## src/rtl/llt_pkg.sv

```systemverilog
// Package: shared types for the Mersenne primality tester.
// Assumes: nothing beyond IEEE 1800-2017.
package llt_pkg;
    typedef enum logic [1:0] {
        ST_IDLE = 2'd0,
        ST_LOOP = 2'd1,
        ST_WAIT = 2'd2
    } llt_state_t;
endpackage

```

## src/rtl/llt_iter_ctr.sv

```systemverilog
// Module: iteration counter for the recurrence.
// Assumes: clr and inc are never high in the same cycle.
module llt_iter_ctr #(
    parameter int W = 16
) (
    input  logic         clk,
    input  logic         rst_n,
    input  logic         clr,
    input  logic         inc,
    output logic [W-1:0] count
);
    // Clear on a new run, step once per finished iteration.
    always_ff @(posedge clk) begin
        if (!rst_n)   count <= '0;
        else if (clr) count <= '0;
        else if (inc) count <= count + W'(1);
    end
endmodule

```

## src/rtl/llt_mod_sub2.sv

```systemverilog
// Module: subtract 2 modulo m, wrapping low values upward.
// Assumes: s_i < m_i and m_i >= 3, so the result is below m_i.
module llt_mod_sub2 #(
    parameter int W = 16
) (
    input  logic [W-1:0] s_i,
    input  logic [W-1:0] m_i,
    output logic [W-1:0] d_o
);
    // Plain subtract when it stays non-negative, otherwise add the modulus back.
    always_comb begin
        if (s_i >= W'(2)) d_o = s_i - W'(2);
        else              d_o = s_i + m_i - W'(2);
    end
endmodule

```

## src/rtl/llt_modmul.sv

```systemverilog
// Module: serial shift-and-add modular multiplier, one multiplier bit per cycle.
// Scans b from MSB to LSB: acc = (2*acc + bit*a) mod m, with one conditional
// subtract after the doubling and one after the add.
// Assumes: a_i < m_i and b_i < 2^W; go is only pulsed when idle.
// Latency: done_o rises W edges after the edge that samples go.
module llt_modmul #(
    parameter int W = 16
) (
    input  logic         clk,
    input  logic         rst_n,
    input  logic         go,
    input  logic [W-1:0] a_i,
    input  logic [W-1:0] b_i,
    input  logic [W-1:0] m_i,
    output logic         done_o,
    output logic [W-1:0] prod_o
);
    localparam int IW = (W > 1) ? $clog2(W) : 1;

    logic [W-1:0]  acc, a_q, b_q, m_q, acc_nxt;
    logic [IW-1:0] idx;
    logic          run;
    logic [W:0]    dbl, sum;

    // One reduction step: double, reduce, conditionally add a, reduce.
    always_comb begin
        dbl = {acc, 1'b0};
        if (dbl >= {1'b0, m_q}) dbl = dbl - {1'b0, m_q};
        sum = dbl + (b_q[idx] ? {1'b0, a_q} : '0);
        if (sum >= {1'b0, m_q}) sum = sum - {1'b0, m_q};
        acc_nxt = sum[W-1:0];
    end

    // Load operands on go, then walk the multiplier bits down to bit 0.
    always_ff @(posedge clk) begin
        if (!rst_n) begin
            acc <= '0; a_q <= '0; b_q <= '0; m_q <= '0;
            idx <= '0; run <= 1'b0; done_o <= 1'b0;
        end else begin
            done_o <= 1'b0;
            if (go) begin
                acc <= '0; a_q <= a_i; b_q <= b_i; m_q <= m_i;
                idx <= IW'(W - 1);
                run <= 1'b1;
            end else if (run) begin
                acc <= acc_nxt;
                if (idx == '0) begin
                    run    <= 1'b0;
                    done_o <= 1'b1;
                end else begin
                    idx <= idx - IW'(1);
                end
            end
        end
    end

    assign prod_o = acc;

    // The finished product is fully reduced.
    assert_prod_reduced_R3: assert property (@(posedge clk) disable iff (!rst_n)
        done_o |-> (prod_o < m_q));
endmodule

```

## src/rtl/llt_tester.sv

```systemverilog
// Module: Lucas-Lehmer primality tester for 2^p-1 (top).
// On an accepted start: modulus = 2^p-1, residue = 4, then p-2 rounds of
// residue = (residue^2 - 2) mod modulus; prime when the final residue is 0
// (p = 2 is reported prime directly).
// Assumes: start is a single-cycle strobe; exponents outside 2..W are rejected.
module llt_tester
    import llt_pkg::*;
#(
    parameter int W = 16
) (
    input  logic         clk,
    input  logic         rst_n,
    input  logic         start,
    input  logic [W-1:0] p_in,
    output logic         busy,
    output logic         done,
    output logic         is_prime,
    output logic         err,
    output logic [W-1:0] residue
);
    localparam logic [W-1:0] P_MIN = W'(2);
    localparam logic [W-1:0] P_MAX = W'(W);
    localparam logic [W-1:0] SEED  = W'(4);

    llt_state_t   state;
    logic [W-1:0] p_q, mod_q, res_q, target, cnt, sub_out, mul_prod;
    logic [W:0]   m_full;
    logic         p_ok, at_end, mul_go, mul_done, cnt_clr, cnt_inc;

    // Decode the request and the loop-end condition.
    always_comb begin
        p_ok    = (p_in >= P_MIN) && (p_in <= P_MAX);
        m_full  = ((W+1)'(1) << p_in) - (W+1)'(1);
        target  = p_q - W'(2);
        at_end  = (cnt == target);
        mul_go  = (state == ST_LOOP) && !at_end;
        cnt_clr = (state == ST_IDLE) && start && p_ok;
        cnt_inc = (state == ST_WAIT) && mul_done;
    end

    llt_iter_ctr #(.W(W)) u_ctr (
        .clk(clk), .rst_n(rst_n), .clr(cnt_clr), .inc(cnt_inc), .count(cnt)
    );

    llt_modmul #(.W(W)) u_mul (
        .clk(clk), .rst_n(rst_n), .go(mul_go),
        .a_i(res_q), .b_i(res_q), .m_i(mod_q),
        .done_o(mul_done), .prod_o(mul_prod)
    );

    llt_mod_sub2 #(.W(W)) u_sub (
        .s_i(mul_prod), .m_i(mod_q), .d_o(sub_out)
    );

    // Control FSM: accept or reject, iterate, deliver the verdict.
    always_ff @(posedge clk) begin
        if (!rst_n) begin
            state <= ST_IDLE; done <= 1'b0; is_prime <= 1'b0; err <= 1'b0;
            p_q <= '0; mod_q <= '0; res_q <= '0;
        end else begin
            done <= 1'b0;
            case (state)
                ST_IDLE: if (start) begin
                    if (p_ok) begin
                        p_q      <= p_in;
                        mod_q    <= m_full[W-1:0];
                        res_q    <= SEED;
                        err      <= 1'b0;
                        is_prime <= 1'b0;
                        state    <= ST_LOOP;
                    end else begin
                        done     <= 1'b1;
                        err      <= 1'b1;
                        is_prime <= 1'b0;
                    end
                end
                ST_LOOP: if (at_end) begin
                    done     <= 1'b1;
                    is_prime <= (p_q == P_MIN) || (res_q == '0);
                    state    <= ST_IDLE;
                end else begin
                    state <= ST_WAIT;
                end
                ST_WAIT: if (mul_done) begin
                    res_q <= sub_out;
                    state <= ST_LOOP;
                end
                default: state <= ST_IDLE;
            endcase
        end
    end

    assign busy    = (state != ST_IDLE);
    assign residue = res_q;

    // Residue stays reduced throughout a run with p >= 3.
    assert_res_range_R3: assert property (@(posedge clk) disable iff (!rst_n)
        (busy && p_q > P_MIN) |-> (res_q < mod_q));
    // The iteration count never passes p-2.
    assert_cnt_bound_R4: assert property (@(posedge clk) disable iff (!rst_n)
        busy |-> (cnt <= target));
    // done lasts one cycle unless a fresh start follows at once.
    assert_done_pulse_R6: assert property (@(posedge clk) disable iff (!rst_n)
        (done && !start) |=> !done);
    // A rejected exponent never carries a prime verdict.
    assert_err_verdict_R8: assert property (@(posedge clk) disable iff (!rst_n)
        err |-> !is_prime);
    // A start during a run leaves the latched exponent alone.
    assert_busy_ignore_R9: assert property (@(posedge clk) disable iff (!rst_n)
        (busy && start) |=> $stable(p_q));
endmodule

```

## config.mk

```make
export PLATFORM = sky130hd
export DESIGN_NAME = llt_tester
export DESIGN_NICKNAME = d
export VERILOG_FILES = /design/src/rtl/llt_pkg.sv /design/src/rtl/llt_iter_ctr.sv /design/src/rtl/llt_mod_sub2.sv /design/src/rtl/llt_modmul.sv /design/src/rtl/llt_tester.sv
export SDC_FILE = /design/constraint.sdc
export NUM_CORES = 1
export LEC_CHECK = 0
export BUFFER_PORTS_ARGS = -buffer_cell sky130_fd_sc_hd__buf_2
export CORE_MARGIN = 1.5
export CORE_UTILIZATION = 54
export CTS_BUF_LIST = sky130_fd_sc_hd__clkbuf_16
export DETAILED_ROUTE_END_ITERATION = 7
export PLACE_DENSITY = 0.68
export SYNTH_ARGS = -nofsm -noshare
export SYNTH_HDL_FRONTEND = slang
export SYNTH_HIERARCHICAL = 1
export SYNTH_SLANG_ARGS = --single-unit
```

## constraint.sdc

```tcl
create_clock -name clk -period 8.45 [get_ports clk]
set_input_delay 0.845 -clock clk [delete_from_list [all_inputs] [get_ports clk]]
set_output_delay 0.845 -clock clk [all_outputs]
set_load 0.02 [all_outputs]
```

After elaboration in Yosys (flattened, before gate mapping)
Index checks and enable logic that the tools add are counted.
Storage, ports and cells
  logic and storage cells: 94
  input port bits: 19
  register bits after elaboration: 123
  output and inout bits: 20
Operators by class
  shift-type cells: 1
  equality and inequality tests: 9
  muxes and demuxes: 29
  order comparisons: 6
  bitwise operators: 2
  add/sub/neg operators: 10
  reduce and logical (&&, ||, !) cells: 23
Operators with widths (number)
  two-way mux 16 bit: 6
  subtractor 16 x 2 -> 16 bit (second input constant): 4
  greater-or-equal comparator 17 x 16 -> 1 bit: 2
  greater-or-equal comparator 16 x 2 -> 1 bit (second input constant): 2
  one-hot mux 16 bit (2 select lines): 1
  adder 17 x 16 -> 17 bit: 1
  two-way mux 17 bit: 1
  subtractor 17 x 16 -> 17 bit: 1
  adder 16 x 1 -> 16 bit (second input constant): 1
  adder 16 bit: 1
  == test 16 bit: 1
  == test 16 x 2 -> 1 bit (second input constant): 1
  less-or-equal comparator 16 x 5 -> 1 bit (second input constant): 1
  zero test 16 bit: 1
  left shift 1 x 16 -> 16 bit (first input constant): 1
  subtractor 16 bit: 1
  two-way mux 4 bit: 3
  two-way mux 1 bit: 10
  AND reduction 3 bit: 3
  two-way mux 2 bit: 4
  != test 2 bit (second input constant): 4
  nonzero test 2 bit: 4
  one-hot mux 2 bit (3 select lines): 1
  logical AND 1 bit: 5
  other kinds (16): 20

Depth between registers and ports, before layout
Gate-level depths: netlist of the first run.
  depth in word-level cells: 6
  mapped depth: 31
  mapped depth without buffers: 29

Hierarchy
The synthesis of the first run kept the hierarchy.
By module, submodules not included
  llt_modmul: sequential area each 1401.3 um^2, area an instance 5454.0 um^2, instances 1, cells each 636
  llt_tester: sequential area each 1061.0 um^2, area an instance 2696.3 um^2, instances 1, cells each 348
  llt_mod_sub2: sequential area each 0.0 um^2, area an instance 1467.7 um^2, instances 1, cells each 222
  llt_iter_ctr: sequential area each 320.3 um^2, area an instance 708.2 um^2, instances 1, cells each 82

Worst setup path after synthesis of the first run
No wires, ideal clock.
  kind: register to register
  start: register u_mul.m_q[1]
  end: register u_mul.acc[0] (netlist: u_mul/prod_o[0])
  arrival time: 5939 ps
  data required time: 8380 ps
  path buffers: 1
  clock period less this slack: 6009 ps
  setup time: 70 ps
  setup slack: 2441 ps
  stages on the path, launching flop included: 30
  cells stage by stage: dfxtp_1 -> inv_1 -> ha_1 -> nor2b_1 -> o2111ai_1 -> a211o_1 -> nand3b_1 -> nor2_1 -> o21bai_1 -> clkbuf_1 -> and2_1 -> ha_1 -> inv_1 -> fa_1 -> nand3b_1 -> a21oi_1 -> o41a_1 -> nand2_1 -> o21a_1 -> xnor2_1 -> ha_1 -> a21oi_1 -> o21ai_0 -> nand2b_1 -> o21bai_1 -> o21ai_0 -> nor3_1 -> o21a_1 -> mux2_1 -> a21oi_1
Between the ends
  cells in the longest elaborated chain, start to end: 5
  elaborated cells on any way between the ends: 7
  those cells by class: add/sub: 3; order compare: 2; mux: 2
Ends and longest elaborated chain
  start: declaration: line llt_modmul.sv:20  | logic [W-1:0] acc, a_q, b_q, m_q, acc_nxt;
  start signal: assignment: line llt_modmul.sv:37  | acc <= '0; a_q <= '0; b_q <= '0; m_q <= '0;
  start signal: assignment: line llt_modmul.sv:42  | acc <= '0; a_q <= a_i; b_q <= b_i; m_q <= m_i;
  subtractor 17 x 16 -> 17 bit or greater-or-equal comparator 17 x 16 -> 1 bit (tied branches): line llt_modmul.sv:28  | if (dbl >= {1'b0, m_q}) dbl = dbl - {1'b0, m_q};
  two-way mux 17 bit: line llt_modmul.sv:28
  adder 17 x 16 -> 17 bit: line llt_modmul.sv:29  | sum = dbl + (b_q[idx] ? {1'b0, a_q} : '0);
  greater-or-equal comparator 17 x 16 -> 1 bit or subtractor 16 bit (tied branches): line llt_modmul.sv:30  | if (sum >= {1'b0, m_q}) sum = sum - {1'b0, m_q};
  two-way mux 16 bit *: line llt_modmul.sv:30
  end signal: assignment: line llt_modmul.sv:46  | acc <= acc_nxt;
  end: declaration: line llt_modmul.sv:20
Every way passes the cells marked *; elsewhere a longest branch is shown, timed or not.
A chain may end at the register's enable or synchronous reset.

Worst setup path in the final report of the first run
  start: register u_mul.m_q[1]
  end: register u_mul.acc[14] (netlist: u_mul/prod_o[14])
Between the ends
  cells in the longest elaborated chain, start to end: 5
  elaborated cells on any way between the ends: 7
  those cells by class: add/sub: 3; order compare: 2; mux: 2
Ends and longest elaborated chain (line)
  subtractor 17 x 16 -> 17 bit or greater-or-equal comparator 17 x 16 -> 1 bit (tied branches): llt_modmul.sv:28
  two-way mux 17 bit: llt_modmul.sv:28
  adder 17 x 16 -> 17 bit: llt_modmul.sv:29
  subtractor 16 bit or greater-or-equal comparator 17 x 16 -> 1 bit (tied branches): llt_modmul.sv:30
  two-way mux 16 bit *: llt_modmul.sv:30
Marks and branches as above.

==> results of run 1 <==
-- worst max-delay path by stage --
stage                                    endpoint  slack, ps  cells after the start
floorplan            u_mul/prod_o[0]$_SDFFE_PP0P_       2440                     29
global placement    u_mul/prod_o[14]$_SDFFE_PP0P_       1740                     28
detailed placement  u_mul/prod_o[14]$_SDFFE_PP0P_       1600                     26
CTS                 u_mul/prod_o[14]$_SDFFE_PP0P_       1530                     26
global route        u_mul/prod_o[14]$_SDFFE_PP0P_        900                     28
finish              u_mul/prod_o[14]$_SDFFE_PP0P_       1480                     28
-- worst max-delay path, delay by kind of cell, from the launching register on --
family | cells | cell delay [ps]
AOI/OAI and AO/OA | 11 | 2880
xor gates and xnor gates | 1 | 260
adders and majority gates | 4 | 1260
buffers and inverters | 2 | 170
DFF | 1 | 330
and+or+nand+nor | 10 | 1950
-- power groups by stage --
stage / Sequential [mW] / Combinational (mW) / Clock [mW]
6_report: 0.656 / 0.0322 / 0.762
4_1_cts: 0.656 / 0.0322 / 0.771
5_1_grt: 0.656 / 0.0352 / 0.802
3_3_place_gp: 0.671 / 0.0320 / 0
3_5_place_dp: 0.671 / 0.0321 / 0
2_1_floorplan: 0.671 / 0.0193 / 0
-- stage by stage --
stage / total power, mW / cells
global placement: 0.703 / 1517
CTS: 1.46 / 1549
detailed placement: 0.703 / 1517
finish: 1.45 / 1549
floorplan: 0.691 / 1288
global route: 1.49 / 1549
-- cell usage in the layout (no fill, tap or decap), drive strengths merged, types with 37 or more instances in the layout --
| cell type | instances |
|---|---|
| dfxtp | 139 |
| inv | 112 |
| a21oi | 99 |
| nor2 | 96 |
| nand2 | 87 |
| ha | 83 |
| xnor2 | 68 |
| o21ai | 67 |
| nor2b | 64 |
| mux2i | 64 |
| buf | 44 |
| nor3 | 39 |
| nand3 | 37 |
-- state kept, by name (all words and copies together) (netlist names), 2 cells and up --
| name | count |
|---|---|
| u_mul/b_q | 16 |
| u_mul/prod_o | 16 |
| u_ctr/count | 16 |
| p_q | 16 |
| residue | 16 |
| state | 2 |
| mod_q | 16 |
| u_mul/m_q | 16 |
| u_mul/a_q | 16 |
| u_mul/idx | 4 |
-- routing by layer --
metal / up-vias / routed length [µm] / GRT usage
met5: - / 0 / 0
met4: 0 / 713 / 0.0965
met3: 38 / 1250 / 0.0469
met2: 260 / 12700 / 0.451
met1: 4343 / 13300 / 0.390
li1: 4605 / - / -
-- cell type report --
| type | instances | area [µm²] |
|---|---|---|
| multi-input cells | 993 | 6950 |
| inverters | 107 | 402 |
| clock buffers | 17 | 425 |
| flip-flops and latches | 139 | 2780 |
| clock inverters | 15 | 164 |
| fillers | 1719 | 7450 |
| repair buffers | 44 | 235 |
| well taps | 234 | 293 |
-- kinds of logic (layout without fill, tap and decap cells) --
family          Yosys count  in the layout  synth area share
compound gates          292            292             0.180
simple gates            452            452             0.230
fa+ha+maj                87             87             0.108
mux                      79             79            0.0838
flops                   139            139             0.269
buf+inv                 156            183            0.0578
xor+xnor                 83             83            0.0704
==> impl_metrics.csv, run 1 <==
group,metric,value,unit
status,status,"completed",
power_and_ir_drop,peakVddDrop,149,µV
grt,grt_max_degree,81,
yosys,ys_seq_area_frac,0.269,
drt,routed-via-count,9246,
placed_design,port_buffers,38,
yosys,synth.distinct_cells,83,
cts,cts.sinks,139,
critical_path,cpPeakStageDelay,740,ps
power_and_ir_drop,cellInternalPower,1.11,mW
floorplanning,core-area,18700,µm²
sta,finalMaxSlewViolations,0,
drt,wirelength,28000,µm
yosys,syn_area,10300,µm²
grt,antenna_found_initial,0,
grt,grt_usage,0.283,
floorplanning,fp.dieH,141,µm
hold_path,hold_end,"is_prime$_SDFFE_PN0P_",
floorplanning,initial_core_util,0.552,
yosys,syn_area_per_cell,8.02,µm²
floorplanning,die_w,141,µm
drt,drc,0,
placed_design,dpl_worst_slack,1600,ps
grt,grt_pass1_vias,8548,
cts,htreeDepth,4,
yosys,synthCells,1288,
drt,drt-wirelength-per-cell,18.1,µm
critical_path,start_kind,"flop",
sta,setup-violations-final,0,
yosys,yosysTopAreaCellShare,0.269,
cts,cts-root-buf,"clkbuf_16",
critical_path,crit_start,"u_mul/m_q[1]$_SDFFE_PN0P_",
critical_path,required,8750,ps
cts,cts_buffer_depth,2,
cts,clkTransAtPathRegs,60,ps
yosys,synth-edff-count,0,
critical_path,rrSetupSlack,1480,ps
floorplanning,floorplan.rows,50,
power_and_ir_drop,p_comb_frac,0.022,
sta,rsz0062_at_grt,"false",
cts,cts_setup_buffers,0,
sta,finalClockSkew,12.2,ps
power_and_ir_drop,clkPwrFrac,0.526,
cts,cts_hold_buf,0,
power_and_ir_drop,p_leak,4.65,nW
power_and_ir_drop,swShare,0.236,
cts,cts_resized,0,
cts,insertion_delay,430,ps
sta,min_period_over_period,0.825,
critical_path,rr_worst_depth,28,
drt,drt.antenna.violating_nets,0,
critical_path,path_class,"reg2reg",
drt,dr.first_iter.drc_count,717,
power_and_ir_drop,power_frac_seq,0.452,
cts,cts-buffers-inserted,17,
grt,grt-ovfl-total,0,
grt,grt_pass1_wl,44600,µm
yosys,yosysMostFrequentCell,"dfxtp_1",
drt,drt_pass1_iterations,5,
placed_design,dpl.hpwl,20600,µm
finish,fin_nets,1408,
placed_design,place_congestion,0.877,
floorplanning,fp.dieArea,20000,µm²
sta,fmaxAchievable,0.143,GHz
critical_path,cp_max_fo,15,
power_and_ir_drop,p_switching,0.343,mW
critical_path,crit_top_cell,"ha_1",
drt,viasPerCell,5.97,
sta,tns,0,ps
cts,cts_tree,"yes",
placed_design,place_area,10700,µm²
finish,n_antenna_cell,0,
sta,min_period,6970,ps
critical_path,worstReg2RegEnd,"u_mul/prod_o[14]$_SDFFE_PP0P_",
finish,syn_to_final_growth,9.00,%
yosys,synth_top_area_cell,"dfxtp_1",
yosys,ys_warn_count,6,
hold_path,worstHoldStart,"is_prime$_SDFFE_PN0P_",
critical_path,slowest_stage,"o21bai_1",
yosys,synthTopCellsByCount,"dfxtp_1, inv_1, a21oi_1, nor2_1, nand2_1",
flow_run,drv_cap,0,
yosys,ys.flop_type,"dfxtp_1",
floorplanning,io_pins,39,
yosys,synthTopCellsByArea,"dfxtp_1, ha_1, mux2i_1",
finish,utilization,0.602,
critical_path,critPathArrivalTime,7270,ps
finish,stdcell_area,11300,µm²
critical_path,cp-end-kind,"flop",
hold_path,min_path_type,"reg2reg",
power_and_ir_drop,power_density,129,nW/µm²
finish,drive_gt1_frac,0.0890,
critical_path,worst_r2r_startpoint,"u_mul/m_q[1]$_SDFFE_PN0P_",
sta,max_slew_margin,0.291,
hold_path,whs_path_depth,2,
sta,hold_slack,478,ps
yosys,async_flop_share,0,
sta,timing.final.hold_violations,0,
yosys,syn-num-nets,1394,
sta,worstMarginPinSlew,1060,ps
yosys,synth_seq_cells,139,
sta,finalWorstSetupSlack,1480,ps
(Power assumes the default switching activity.)
==> run 2, diff against run 1 <==
--- a/config.mk
+++ b/config.mk
@@ -10,7 +10,7 @@
 export CORE_UTILIZATION = 54
 export CTS_BUF_LIST = sky130_fd_sc_hd__clkbuf_16
 export DETAILED_ROUTE_END_ITERATION = 7
-export PLACE_DENSITY = 0.68
+export PLACE_DENSITY = 0.71
 export SYNTH_ARGS = -nofsm -noshare
 export SYNTH_HDL_FRONTEND = slang
 export SYNTH_HIERARCHICAL = 1
==> constraint.sdc (replaced) <==
create_clock -name clk -period 5.9 [get_ports clk]
set_input_delay 0.59 -clock clk [delete_from_list [all_inputs] [get_ports clk]]
set_output_delay 0.59 -clock clk [all_outputs]
set_load 0.02 [all_outputs]
==> impl_metrics.csv, run 2 (same netlist as run 1, synthesis figures left out) <==
group,metric,value,unit
finish,final_cell_mix,"dfxtp_1, inv_1, nor2_1, a21oi_1, nand2_1",
critical_path,cp_max_fo,5,
power_and_ir_drop,cellInternalPower,1.62,mW
power_and_ir_drop,clkPwrFrac,0.528,
critical_path,start_kind,"flop",
status,status,"completed",
floorplanning,initial_core_util,0.552,
power_and_ir_drop,peakVddDrop,183,µV
hold_path,whs_path_depth,2,
grt,grt-ovfl-total,0,
cts,cts.sinks,139,
finish,stdcell_area,12000,µm²
finish,fin_nets,1459,
sta,worstMarginPinSlew,1030,ps
power_and_ir_drop,p_switching,0.465,mW
finish,fin_cells,1600,
floorplanning,io_pins,39,
placed_design,dpl.hpwl,21500,µm
finish,syn_to_final_growth,16.3,%
floorplanning,fp.dieH,141,µm
cts,htreeDepth,4,
placed_design,dpl_worst_slack,-148,ps
critical_path,worst_r2r_startpoint,"u_mul/m_q[1]$_SDFFE_PN0P_",
critical_path,path_class,"reg2reg",
flow_run,drv_cap,0,
sta,min_period_over_period,0.964,
finish,final_common_cell,"dfxtp_1",
drt,drt-wirelength-per-cell,18.2,µm
drt,wirelength,29100,µm
cts,clkTransAtPathRegs,60,ps
drt,drt_pass1_iterations,5,
critical_path,cp-end-kind,"flop",
finish,drive_gt1_frac,0.161,
floorplanning,die_w,141,µm
grt,grt_max_degree,67,
finish,utilization,0.642,
cts,insertion_delay,420,ps
critical_path,crit_start,"u_mul/m_q[1]$_SDFFE_PN0P_",
power_and_ir_drop,p_leak,5.01,nW
placed_design,place_inst,1558,
critical_path,slowest_stage,"a311oi_2",
floorplanning,fp.dieArea,20000,µm²
drt,dr.first_iter.drc_count,674,
drt,drt.antenna.violating_nets,0,
cts,cts_tree,"yes",
sta,timing.final.hold_violations,0,
power_and_ir_drop,swShare,0.223,
power_and_ir_drop,finalPower,2.09,mW
placed_design,port_buffers,38,
cts,cts-root-buf,"clkbuf_16",
drt,routed-via-count,9551,
grt,grt_pass1_wl,45600,µm
hold_path,worstHoldStart,"is_prime$_SDFFE_PN0P_",
sta,max_slew_margin,0.310,
placed_design,place_congestion,0.982,
sta,finalClockSkew,10.7,ps
cts,cts_buffer_depth,2,
critical_path,crit_top_cell,"buf_4",
cts,cts_hold_buf,0,
grt,grt_usage,0.291,
sta,min_period,5690,ps
critical_path,required,6230,ps
floorplanning,core-area,18700,µm²
power_and_ir_drop,p_comb_frac,0.022,
finish,n_antenna_cell,0,
sta,setup-violations-final,0,
cts,cts-buffers-inserted,17,
critical_path,critPathArrivalTime,6020,ps
grt,grt_pass1_vias,8896,
grt,antenna_found_initial,0,
critical_path,rr_worst_depth,27,
finish,multi_input_area,7310,µm²
finish,fill_cells,1598,
sta,fmaxAchievable,0.176,GHz
finish,regArea,2790,µm²
critical_path,cpPeakStageDelay,390,ps
power_and_ir_drop,power_density,174,nW/µm²
hold_path,min_path_type,"reg2reg",
power_and_ir_drop,power_frac_seq,0.450,
sta,finalMaxSlewViolations,0,
drt,drc,0,
sta,finalWorstSetupSlack,211,ps
drt,viasPerCell,5.97,
floorplanning,floorplan.rows,50,
placed_design,place_area,11000,µm²
-- run 2: cell types whose count changed in the layout (fill, tap and decap cells not counted), moves of 3 or more --
cell,delta
dfxtp_2,+3
o21ai_1,+4
dfxtp_1,-3
xnor2_1,-5
xnor2_2,+5
clkinv_2,+3
buf_4,+50
o21ai_0,-6
a21oi_2,+13
ha_1,-14
ha_4,+12
a21oi_1,-13
-- run 2: layout make-up --
type                            instances  area share
Clock inverter                         15      0.0145
Timing Repair Buffer                   95      0.0513
Clock buffer                           17      0.0354
Tap cell                              234      0.0244
Sequential cell                       139       0.232
Multi-Input combinational cell        993       0.609
Inverter                              107      0.0334
-- run 2: path summary, 6_finish.rpt --
kind / end / slack, ps
setup / recovery: u_mul/prod_o[2]$_SDFFE_PP0P_ / 210
setup reg to reg: u_mul/prod_o[2]$_SDFFE_PP0P_ / 210
hold / removal: is_prime$_SDFFE_PN0P_ / 480
hold reg to reg: is_prime$_SDFFE_PN0P_ / 480
-- run 2: metrics by stage --
stage | hold WS [ps] | TNS, ps
CTS | 466 | 0
detailed placement | 469 | -1090
floorplan | 461 | 0
finish | 475 | 0
global placement | 467 | 0
global route | 498 | -206
-- run 2: worst max-delay path: cells and delay by family (launching register included) --
family                     cells  cell delay, ps
AOI/OAI and AO/OA             10            2010
and+or+nand+nor                9            1590
adders and majority gates      3             730
buffers and inverters          4             580
muxes                          1             360
DFF                            1             330
-- run 2: power by group through the flow --
stage | Sequential (mW) | Clock [mW] | Combinational (mW)
floorplan | 0.962 | 0 | 0.0276
global placement | 0.960 | 0 | 0.0449
detailed placement | 0.960 | 0 | 0.0447
CTS | 0.940 | 1.12 | 0.0448
global route | 0.939 | 1.16 | 0.0498
finish | 0.940 | 1.10 | 0.0451
-- run 2: what timing repair did --
item                       CTS  global route
cloned                       0             1
gates resized for setup      7            60
setup buffers                1             8
setup endpoints to repair   16            16
pin swaps                    2            19
hold endpoints to repair     0             0
-- run 2: routing by layer --
metal / global-route usage / wire, µm / vias to the layer above
li1: - / - / 4687
met1: 0.375 / 12700 / 4531
met2: 0.481 / 13800 / 271
met3: 0.0503 / 1520 / 62
met4: 0.123 / 1100 / 0
met5: 0 / 0 / -
